`src/rtl/tdm_port_pkg.sv`:
```
package tdm_port_pkg;

    localparam int unsigned SLOT_BITS = 8;
    localparam int unsigned POS_W     = $clog2(SLOT_BITS);
    localparam logic [SLOT_BITS-1:0] IDLE_BYTE = '1;

    typedef struct packed {
        logic primed;
        logic prev;
    } edge_state_t;

    typedef struct packed {
        logic [SLOT_BITS-1:0] sh;
        logic [POS_W-1:0]     pos;
        logic [SLOT_BITS-1:0] data;
        logic                 valid;
    } rx_state_t;

    typedef struct packed {
        logic [SLOT_BITS-1:0] hold;
        logic                 full;
        logic [SLOT_BITS-1:0] sh;
        logic [POS_W-1:0]     pos;
        logic                 txd;
        logic                 slot_oe;
    } tx_state_t;

endpackage

```
`src/rtl/tdm_edge_det.sv`:
```
module tdm_edge_det
    import tdm_port_pkg::*;
#(
    parameter bit RISING = 1'b1
) (
    input  logic clk,
    input  logic rst_n,
    input  logic sig_i,
    output logic edge_o
);

    edge_state_t st_d, st_q;

    always_comb begin
        st_d        = st_q;
        st_d.primed = 1'b1;
        st_d.prev   = sig_i;
    end

    always_ff @(posedge clk or negedge rst_n) begin
        if (!rst_n) st_q <= '0;
        else        st_q <= st_d;
    end

    generate
        if (RISING) begin : g_rise
            assign edge_o = st_q.primed & sig_i & ~st_q.prev;
        end else begin : g_fall
            assign edge_o = st_q.primed & ~sig_i & st_q.prev;
        end
    endgenerate

    // An edge needs the line to hold its new level, so two in a row cannot occur (R5 sampling basis)
    assert_edge_isolated_R5: assert property (@(posedge clk) disable iff (!rst_n)
        edge_o |=> !edge_o);

endmodule

```
`src/rtl/tdm_slot_counter.sv`:
```
module tdm_slot_counter
    import tdm_port_pkg::*;
#(
    parameter int unsigned FRAME_BITS = 256
) (
    input  logic                          clk,
    input  logic                          rst_n,
    input  logic                          rise_i,
    input  logic                          fsync_i,
    input  logic [$clog2(FRAME_BITS)-1:0] start_i,
    output logic                          rx_hit_o,
    output logic [POS_W-1:0]              rx_pos_o,
    output logic                          tx_hit_o,
    output logic [POS_W-1:0]              tx_pos_o
);

    localparam int unsigned SLOT_W = $clog2(FRAME_BITS);
    localparam int unsigned CNT_W  = SLOT_W + 1;
    localparam logic [CNT_W-1:0] PARK = CNT_W'(FRAME_BITS);
    localparam logic [CNT_W-1:0] LAST = CNT_W'(FRAME_BITS - 1);

    typedef struct packed {
        logic [CNT_W-1:0] cnt;
    } cnt_state_t;

    cnt_state_t st_d, st_q;
    logic [CNT_W-1:0] rx_idx, tx_idx;

    function automatic logic [CNT_W-1:0] step_idx(input logic [CNT_W-1:0] c);
        if (c == PARK)      return PARK;
        else if (c == LAST) return '0;
        else                return c + CNT_W'(1);
    endfunction

    function automatic logic in_window(input logic [CNT_W-1:0] idx,
                                       input logic [SLOT_W-1:0] st);
        logic [CNT_W:0] ix, lo;
        ix = {1'b0, idx};
        lo = {2'b00, st};
        return (idx != PARK) && (ix >= lo) && (ix < lo + (CNT_W+1)'(SLOT_BITS));
    endfunction

    function automatic logic [POS_W-1:0] win_pos(input logic [CNT_W-1:0] idx,
                                                input logic [SLOT_W-1:0] st);
        logic [CNT_W:0] diff;
        diff = {1'b0, idx} - {2'b00, st};
        return diff[POS_W-1:0];
    endfunction

    always_comb begin
        tx_idx   = step_idx(st_q.cnt);
        rx_idx   = fsync_i ? '0 : tx_idx;
        rx_hit_o = in_window(rx_idx, start_i);
        rx_pos_o = win_pos(rx_idx, start_i);
        tx_hit_o = in_window(tx_idx, start_i);
        tx_pos_o = win_pos(tx_idx, start_i);
        st_d     = st_q;
        if (rise_i) st_d.cnt = rx_idx;
    end

    always_ff @(posedge clk or negedge rst_n) begin
        if (!rst_n) st_q.cnt <= PARK;
        else        st_q     <= st_d;
    end

    assert_cnt_bounded_R2: assert property (@(posedge clk) disable iff (!rst_n)
        st_q.cnt <= PARK);

    assert_fsync_zero_R2: assert property (@(posedge clk) disable iff (!rst_n)
        rise_i && fsync_i |=> st_q.cnt == '0);

endmodule

```
`src/rtl/tdm_rx_deser.sv`:
```
module tdm_rx_deser
    import tdm_port_pkg::*;
(
    input  logic                 clk,
    input  logic                 rst_n,
    input  logic                 en_i,
    input  logic                 tdm_i,
    input  logic                 rise_i,
    input  logic                 hit_i,
    input  logic [POS_W-1:0]     slot_pos_i,
    input  logic                 rxd_i,
    output logic [SLOT_BITS-1:0] byte_o,
    output logic                 valid_o
);

    rx_state_t st_d, st_q;
    logic             take;
    logic [POS_W-1:0] bit_pos;
    logic [SLOT_BITS-1:0] shifted;

    always_comb begin
        st_d       = st_q;
        st_d.valid = 1'b0;
        take       = tdm_i ? hit_i : 1'b1;
        bit_pos    = tdm_i ? slot_pos_i : st_q.pos;
        shifted    = {st_q.sh[SLOT_BITS-2:0], rxd_i};
        if (!en_i) begin
            st_d.pos = '0;
        end else if (rise_i) begin
            if (!tdm_i) st_d.pos = st_q.pos + POS_W'(1);
            if (take) begin
                st_d.sh = shifted;
                if (bit_pos == POS_W'(SLOT_BITS - 1)) begin
                    st_d.data  = shifted;
                    st_d.valid = 1'b1;
                end
            end
        end
    end

    always_ff @(posedge clk or negedge rst_n) begin
        if (!rst_n) st_q <= '0;
        else        st_q <= st_d;
    end

    assign byte_o  = st_q.data;
    assign valid_o = st_q.valid;

    assert_valid_pulse_R6: assert property (@(posedge clk) disable iff (!rst_n)
        st_q.valid |=> !st_q.valid);

    assert_shift_on_rise_R5: assert property (@(posedge clk) disable iff (!rst_n)
        !$stable(st_q.sh) |-> $past(rise_i));

    assert_rx_off_R11: assert property (@(posedge clk) disable iff (!rst_n)
        !en_i |=> !st_q.valid);

endmodule

```
`src/rtl/tdm_tx_ser.sv`:
```
module tdm_tx_ser
    import tdm_port_pkg::*;
(
    input  logic                 clk,
    input  logic                 rst_n,
    input  logic                 en_i,
    input  logic                 tdm_i,
    input  logic                 fall_i,
    input  logic                 hit_i,
    input  logic [POS_W-1:0]     slot_pos_i,
    input  logic                 load_i,
    input  logic [SLOT_BITS-1:0] byte_i,
    output logic                 txd_o,
    output logic                 slot_oe_o
);

    tx_state_t st_d, st_q;
    logic                 drive;
    logic [POS_W-1:0]     bit_pos;
    logic [SLOT_BITS-1:0] src;

    always_comb begin
        st_d    = st_q;
        drive   = tdm_i ? hit_i : 1'b1;
        bit_pos = tdm_i ? slot_pos_i : st_q.pos;
        src     = st_q.full ? st_q.hold : IDLE_BYTE;
        if (load_i) begin
            st_d.hold = byte_i;
            st_d.full = 1'b1;
        end
        if (!en_i) begin
            st_d.pos     = '0;
            st_d.txd     = 1'b1;
            st_d.slot_oe = 1'b0;
        end else if (fall_i) begin
            st_d.slot_oe = tdm_i & hit_i;
            if (!tdm_i) st_d.pos = st_q.pos + POS_W'(1);
            if (!drive) begin
                st_d.txd = 1'b1;
            end else if (bit_pos == '0) begin
                st_d.txd = src[SLOT_BITS-1];
                st_d.sh  = {src[SLOT_BITS-2:0], 1'b1};
                if (!load_i) st_d.full = 1'b0;
            end else begin
                st_d.txd = st_q.sh[SLOT_BITS-1];
                st_d.sh  = {st_q.sh[SLOT_BITS-2:0], 1'b1};
            end
        end
    end

    always_ff @(posedge clk or negedge rst_n) begin
        if (!rst_n) begin
            st_q     <= '0;
            st_q.txd <= 1'b1;
        end else begin
            st_q <= st_d;
        end
    end

    assign txd_o     = st_q.txd;
    assign slot_oe_o = st_q.slot_oe;

    assert_oe_on_fall_R3: assert property (@(posedge clk) disable iff (!rst_n)
        $past(en_i) && !$stable(st_q.slot_oe) |-> $past(fall_i));

    assert_line_moves_on_fall_R7: assert property (@(posedge clk) disable iff (!rst_n)
        $past(en_i) && !$stable(st_q.txd) |-> $past(fall_i));

endmodule

```
`src/rtl/tdm_slot_port.sv`:
```
module tdm_slot_port
    import tdm_port_pkg::*;
#(
    parameter int unsigned FRAME_BITS = 256
) (
    input  logic                          clk,
    input  logic                          rst_n,
    input  logic                          cfg_tdm_i,
    input  logic                          cfg_tx_en_i,
    input  logic                          cfg_rx_en_i,
    input  logic                          cfg_tx_clk_ext_i,
    input  logic [$clog2(FRAME_BITS)-1:0] cfg_slot_start_i,
    input  logic                          bit_clk_i,
    input  logic                          frame_sync_i,
    input  logic                          tx_clk_i,
    input  logic                          rx_line_i,
    input  logic [7:0]                    tx_byte_i,
    input  logic                          tx_load_i,
    output logic                          tx_line_o,
    output logic                          tx_line_oe_o,
    output logic                          drv_en_o,
    output logic                          tx_clk_o,
    output logic                          tx_clk_oe_o,
    output logic [7:0]                    rx_byte_o,
    output logic                          rx_valid_o
);

    logic             tx_clk_sel;
    logic             rx_rise, tx_fall;
    logic             rx_hit, tx_hit;
    logic [POS_W-1:0] rx_pos, tx_pos;
    logic             slot_oe;
    logic             line_oe;

    assign tx_clk_sel = (!cfg_tdm_i && cfg_tx_clk_ext_i) ? tx_clk_i : bit_clk_i;

    tdm_edge_det #(.RISING(1'b1)) u_rx_edge (
        .clk    (clk),
        .rst_n  (rst_n),
        .sig_i  (bit_clk_i),
        .edge_o (rx_rise)
    );

    tdm_edge_det #(.RISING(1'b0)) u_tx_edge (
        .clk    (clk),
        .rst_n  (rst_n),
        .sig_i  (tx_clk_sel),
        .edge_o (tx_fall)
    );

    tdm_slot_counter #(.FRAME_BITS(FRAME_BITS)) u_slot (
        .clk      (clk),
        .rst_n    (rst_n),
        .rise_i   (rx_rise),
        .fsync_i  (frame_sync_i),
        .start_i  (cfg_slot_start_i),
        .rx_hit_o (rx_hit),
        .rx_pos_o (rx_pos),
        .tx_hit_o (tx_hit),
        .tx_pos_o (tx_pos)
    );

    tdm_rx_deser u_rx (
        .clk        (clk),
        .rst_n      (rst_n),
        .en_i       (cfg_rx_en_i),
        .tdm_i      (cfg_tdm_i),
        .rise_i     (rx_rise),
        .hit_i      (rx_hit),
        .slot_pos_i (rx_pos),
        .rxd_i      (rx_line_i),
        .byte_o     (rx_byte_o),
        .valid_o    (rx_valid_o)
    );

    tdm_tx_ser u_tx (
        .clk        (clk),
        .rst_n      (rst_n),
        .en_i       (cfg_tx_en_i),
        .tdm_i      (cfg_tdm_i),
        .fall_i     (tx_fall),
        .hit_i      (tx_hit),
        .slot_pos_i (tx_pos),
        .load_i     (tx_load_i),
        .byte_i     (tx_byte_i),
        .txd_o      (tx_line_o),
        .slot_oe_o  (slot_oe)
    );

    assign line_oe      = cfg_tdm_i ? slot_oe : cfg_tx_en_i;
    assign tx_line_oe_o = line_oe;
    assign drv_en_o     = line_oe;
    assign tx_clk_o     = bit_clk_i;
    assign tx_clk_oe_o  = !cfg_tdm_i && !cfg_tx_clk_ext_i;

    assert_quiet_when_off_R11: assert property (@(posedge clk) disable iff (!rst_n)
        !cfg_tx_en_i && $past(!cfg_tx_en_i) |-> !tx_line_oe_o && !drv_en_o);

endmodule

```
`config.mk`:
```
export PLATFORM = sky130hd
export DESIGN_NAME = tdm_slot_port
export DESIGN_NICKNAME = d
export VERILOG_FILES = /design/src/rtl/tdm_port_pkg.sv /design/src/rtl/tdm_edge_det.sv /design/src/rtl/tdm_slot_counter.sv /design/src/rtl/tdm_rx_deser.sv /design/src/rtl/tdm_tx_ser.sv /design/src/rtl/tdm_slot_port.sv
export SDC_FILE = /design/constraint.sdc
export NUM_CORES = 1
export LEC_CHECK = 0
export CORE_MARGIN = 3
export CORE_UTILIZATION = 35
export CTS_BUF_LIST = sky130_fd_sc_hd__clkbuf_8
export DETAILED_ROUTE_END_ITERATION = 10
export DONT_BUFFER_PORTS = 1
export HOLD_SLACK_MARGIN = 0.06
export RECOVER_POWER = 25
export SKIP_CTS_REPAIR_TIMING = 1
export SYNTH_ARGS = -nofsm -noshare
export SYNTH_HDL_FRONTEND = slang
export SYNTH_SLANG_ARGS = --single-unit
```
`constraint.sdc`:
```
create_clock -name clk -period 11.39 [get_ports clk]
set_clock_uncertainty 0.05 [all_clocks]
set_input_delay 0.5695 -clock clk [delete_from_list [all_inputs] [get_ports clk]]
set_output_delay 0.5695 -clock clk [all_outputs]
set_load 0.01 [all_outputs]
```
==> results.md <==
* Peak Freq at 222 MHz
* Main combinational cell family by area after synthesis: simple AND/OR/NAND/NOR gates
* Port-buffer cells at 0
* Mux contribution to synthesized area at 7.13%
* RD Place Congestion at 0.872
* CTS root buf: clkbuf_8
* Most used DFF post-synth: dfrtp_1
* Worst setup EP type: flip-flop
* Crit path DAT at 4.65 ns
* Global-route wire length before repair at 12000 um
* Grt total ovfl at 0
* Router iterations before antenna repair at 5
* Routed via count at 2555
* Layout Nets at 424
* Netlist cell types at 58
* Crit path largest cell delay at 0.59 ns
* Setup CP Type: flip-flop to flip-flop
* Largest net degree at the start of global routing at 54
* TritonCTS Sinks at 53
* Hpwl dp at 5610 um
* Synth warnings at 0
* Hold Vio Cnt, Final at 0
* Async set or reset register ratio after synthesis at 100%
* Syn Inst Count at 377
* Worst hold path type: input port to flip-flop
* Worst path required time at 11.54 ns
* Fin util at 37.8%
* Initial core utilization at 36.5%
* Skew-Pair Late Insertion Delay at 0.31 ns
* Compound-gate portion of the synthesized area at 13.9%
* Commonest non-fill, non-tap cell in the layout: dfrtp_1
* Slew Limit Headroom at -84.4%
* CTS tree: done
* XOR/XNOR Fraction of Synth Area at 3.89%
* Antenna diode count at 0
* Finish-stage setup viols at 0
* Setup TNS at 0 ns
* Core area at 9860 um^2
* DRC viols at 0
* Clock transition at the registers of the reported paths at 0.09 ns
* DIE AREA at 11500 um^2
* Placed instance area at 3630 um^2
* PwrDens at 112 nW/um^2
* Synth-to-layout area growth at 3.61%
* Die X at 107 um
* Avg Cell Area, Syn at 9.55 um^2
* Site Rows at 36
* Slowest stage cell, crit path: o21ai_1
* Max Cap Violations at 1
* Vias per cell at 5.16
* Net Count, Synth at 440
* H-tree depth at 2
* Design Area, Final at 3730 um^2
* Routed WL at 7380 um
* Final Non-Filler Cells at 495
* Vias in the first global route at 2464
* Startpoint Class: flip-flop
* RSZ-0062 raised after global routing: no
* Cell mode on critical path: ha_1
* Inserted Clock Buffers at 5
* Gr usage total at 12.8%
* Final ANT Viol Nets at 0
* Share of layout cells above drive strength 1 at 9.67%
* R2R setup slack at 6.89 ns
* Peak VDD IR at 0.0674 mV
* Initial antenna violation count at 0
* Adder-cell share of the synthesized area at 12.9%
* Worst slew pin tran at 2.77 ns
* Dpl cells at 485
* Seq/Total Area, Yosys at 36.9%
* Total power at 418 uW
* Clk buf depth at 2
* Status: finished, violations left
* Most frequent cells in the layout: 51 x dfrtp_1, 48 x nand2_1, 34 x ha_1, 29 x nor2_1, 26 x inv_1
* Number of flops mapped to enable cells by yosys at 0
* #FFs+latches synth at 53
* Chip height at 107 um
* Mapped Area at 3600 um^2
* Final period util at 39.5%
* Crit path cell chain: ha_1 -> nand4_1 -> o21ai_1 -> nor2_1 -> nand2_1 -> inv_1 -> ha_1 -> nor2b_1 -> o2111ai_1 -> nand3_1 -> a221oi_1 -> a31oi_4 -> nor3_4 -> mux2_4
* Lkg Pwr at 0.00179 uW
* Failing checks: max-capacitance violations, max-slew violations
* Iter 0 DRT Violations at 215
* Wire length per cell at 14.9 um
* Worst-path maximum fanout at 12
* I/O pins at 41
* Tmin final at 4.50 ns
* Simple-gate share of the synthesized area at 18.5%
* Slew Viols, Final at 54
[Yosys cell counts (2+ instances only)]
master / n / area (um^2)
o21ai_1: 2 / 10.0
nor2b_1: 7 / 43.8
mux2_2: 3 / 33.8
or2_2: 2 / 12.5
nand2b_1: 6 / 37.5
inv_1: 25 / 93.8
a221oi_1: 2 / 17.5
fa_1: 2 / 40.0
o211ai_1: 2 / 15.0
dfrtp_1: 51 / 1280
nor4_1: 2 / 12.5
xnor2_1: 9 / 78.8
a31oi_1: 2 / 12.5
a311o_1: 7 / 70.1
a21oi_1: 8 / 40.0
o2111ai_1: 2 / 17.5
nor3_1: 7 / 35.0
dfstp_2: 2 / 52.6
a21o_1: 4 / 30.0
xor2_1: 7 / 61.3
ha_1: 34 / 425
nor2_1: 29 / 109
and3_1: 5 / 31.3
a211o_1: 3 / 26.3
o21ai_0: 18 / 90.1
mux2_4: 9 / 135
mux2i_1: 2 / 20.0
nand3_1: 8 / 40.0
buf_2: 8 / 40.0
a41oi_1: 3 / 26.3
buf_4: 10 / 75.1
mux2_1: 6 / 67.6
nand2_1: 48 / 180
clkbuf_1: 8 / 30.0
nand4_1: 6 / 37.5
and2_1: 6 / 37.5
[sequential cells by signal, indices dropped and copies added, names as in the netlist]
| signal | flops |
|---|---|
| u_tx.st_q | 20 |
| u_slot.st_q | 9 |
| u_rx.byte_o | 8 |
| u_rx.shifted | 7 |
| u_rx.st_q | 3 |
| u_tx_edge.st_q | 2 |
| u_rx.valid_o | 1 |
| u_rx_edge.st_q | 1 |
| u_tx.slot_oe_o | 1 |
| u_tx.txd_o | 1 |
[power by group]
group / internal, uW / switching, uW
registers: 207 / 16.2
logic: 37.1 / 51.7
clock network: 42.6 / 63.5
total: 286 / 131
[area by class of cell]
| class | count | area [um^2] |
|---|---|---|
| clock buffer | 5 | 68.8 |
| clock inverter | 3 | 18.8 |
| fill | 989 | 6130 |
| inverter | 25 | 93.8 |
| multi-input combinational | 273 | 2030 |
| sequential | 53 | 1330 |
| tap | 133 | 166 |
| timing repair buffer | 3 | 21.3 |
[final timing paths]
path | end | depth (start not counted) | startpoint
setup / recovery | u_rx.byte_o[5]$_DFFE_PN0P_ | 14 | u_slot.st_q[0]$_DFFE_PN0P_
hold / removal | u_rx_edge.st_q[0]$_DFF_PN0_ | 0 | bit_clk_i
setup reg to reg | u_rx.byte_o[5]$_DFFE_PN0P_ | 14 | u_slot.st_q[0]$_DFFE_PN0P_
hold reg to reg | u_tx.st_q[8]$_DFFE_PN0P_ | 2 | u_tx.st_q[8]$_DFFE_PN0P_
max in group asynchronous | u_tx.st_q[3]$_DFFE_PN0P_ | 2 | rst_n
min in group asynchronous | u_tx.st_q[18]$_DFFE_PN0P_ | 2 | rst_n
[layer usage]
layer	share of wire [%]	vias to the layer above	global-route usage (%)
met3	5.4	14	2.94
met5	0	-	0
met4	1.8	0	4.60
met2	46	65	20.4
li1	-	1267	-
met1	47	1209	17.1
[worst max-delay path, delay by kind of cell (launching register included)]
kind	cells	cell delay (ns)
fa+ha+maj	2	0.73
mux	1	0.35
compound gates	4	1.40
simple gates	6	1.29
flops	1	0.52
buf+inv	1	0.06
[logic make-up (layout without fill, tap and decap cells)]
logic type / after synthesis / after routing
DFF: 53 / 53
muxes: 20 / 20
and+or+nand+nor: 135 / 135
AOI/OAI and AO/OA: 65 / 65
adders and majority gates: 36 / 36
xor gates and xnor gates: 16 / 16
buffers and inverters: 51 / 36
other: 1 / 1
[metrics by stage]
step,setup WS (ns),hold WS [ns]
finish,6.89,0.230
global route,6.50,0.210
CTS,6.88,-0.126
detailed placement,6.91,0.225
global placement,7.05,0.225
floorplan,7.75,0.224
No activity file was read; power rests on OpenSTA's default activity.
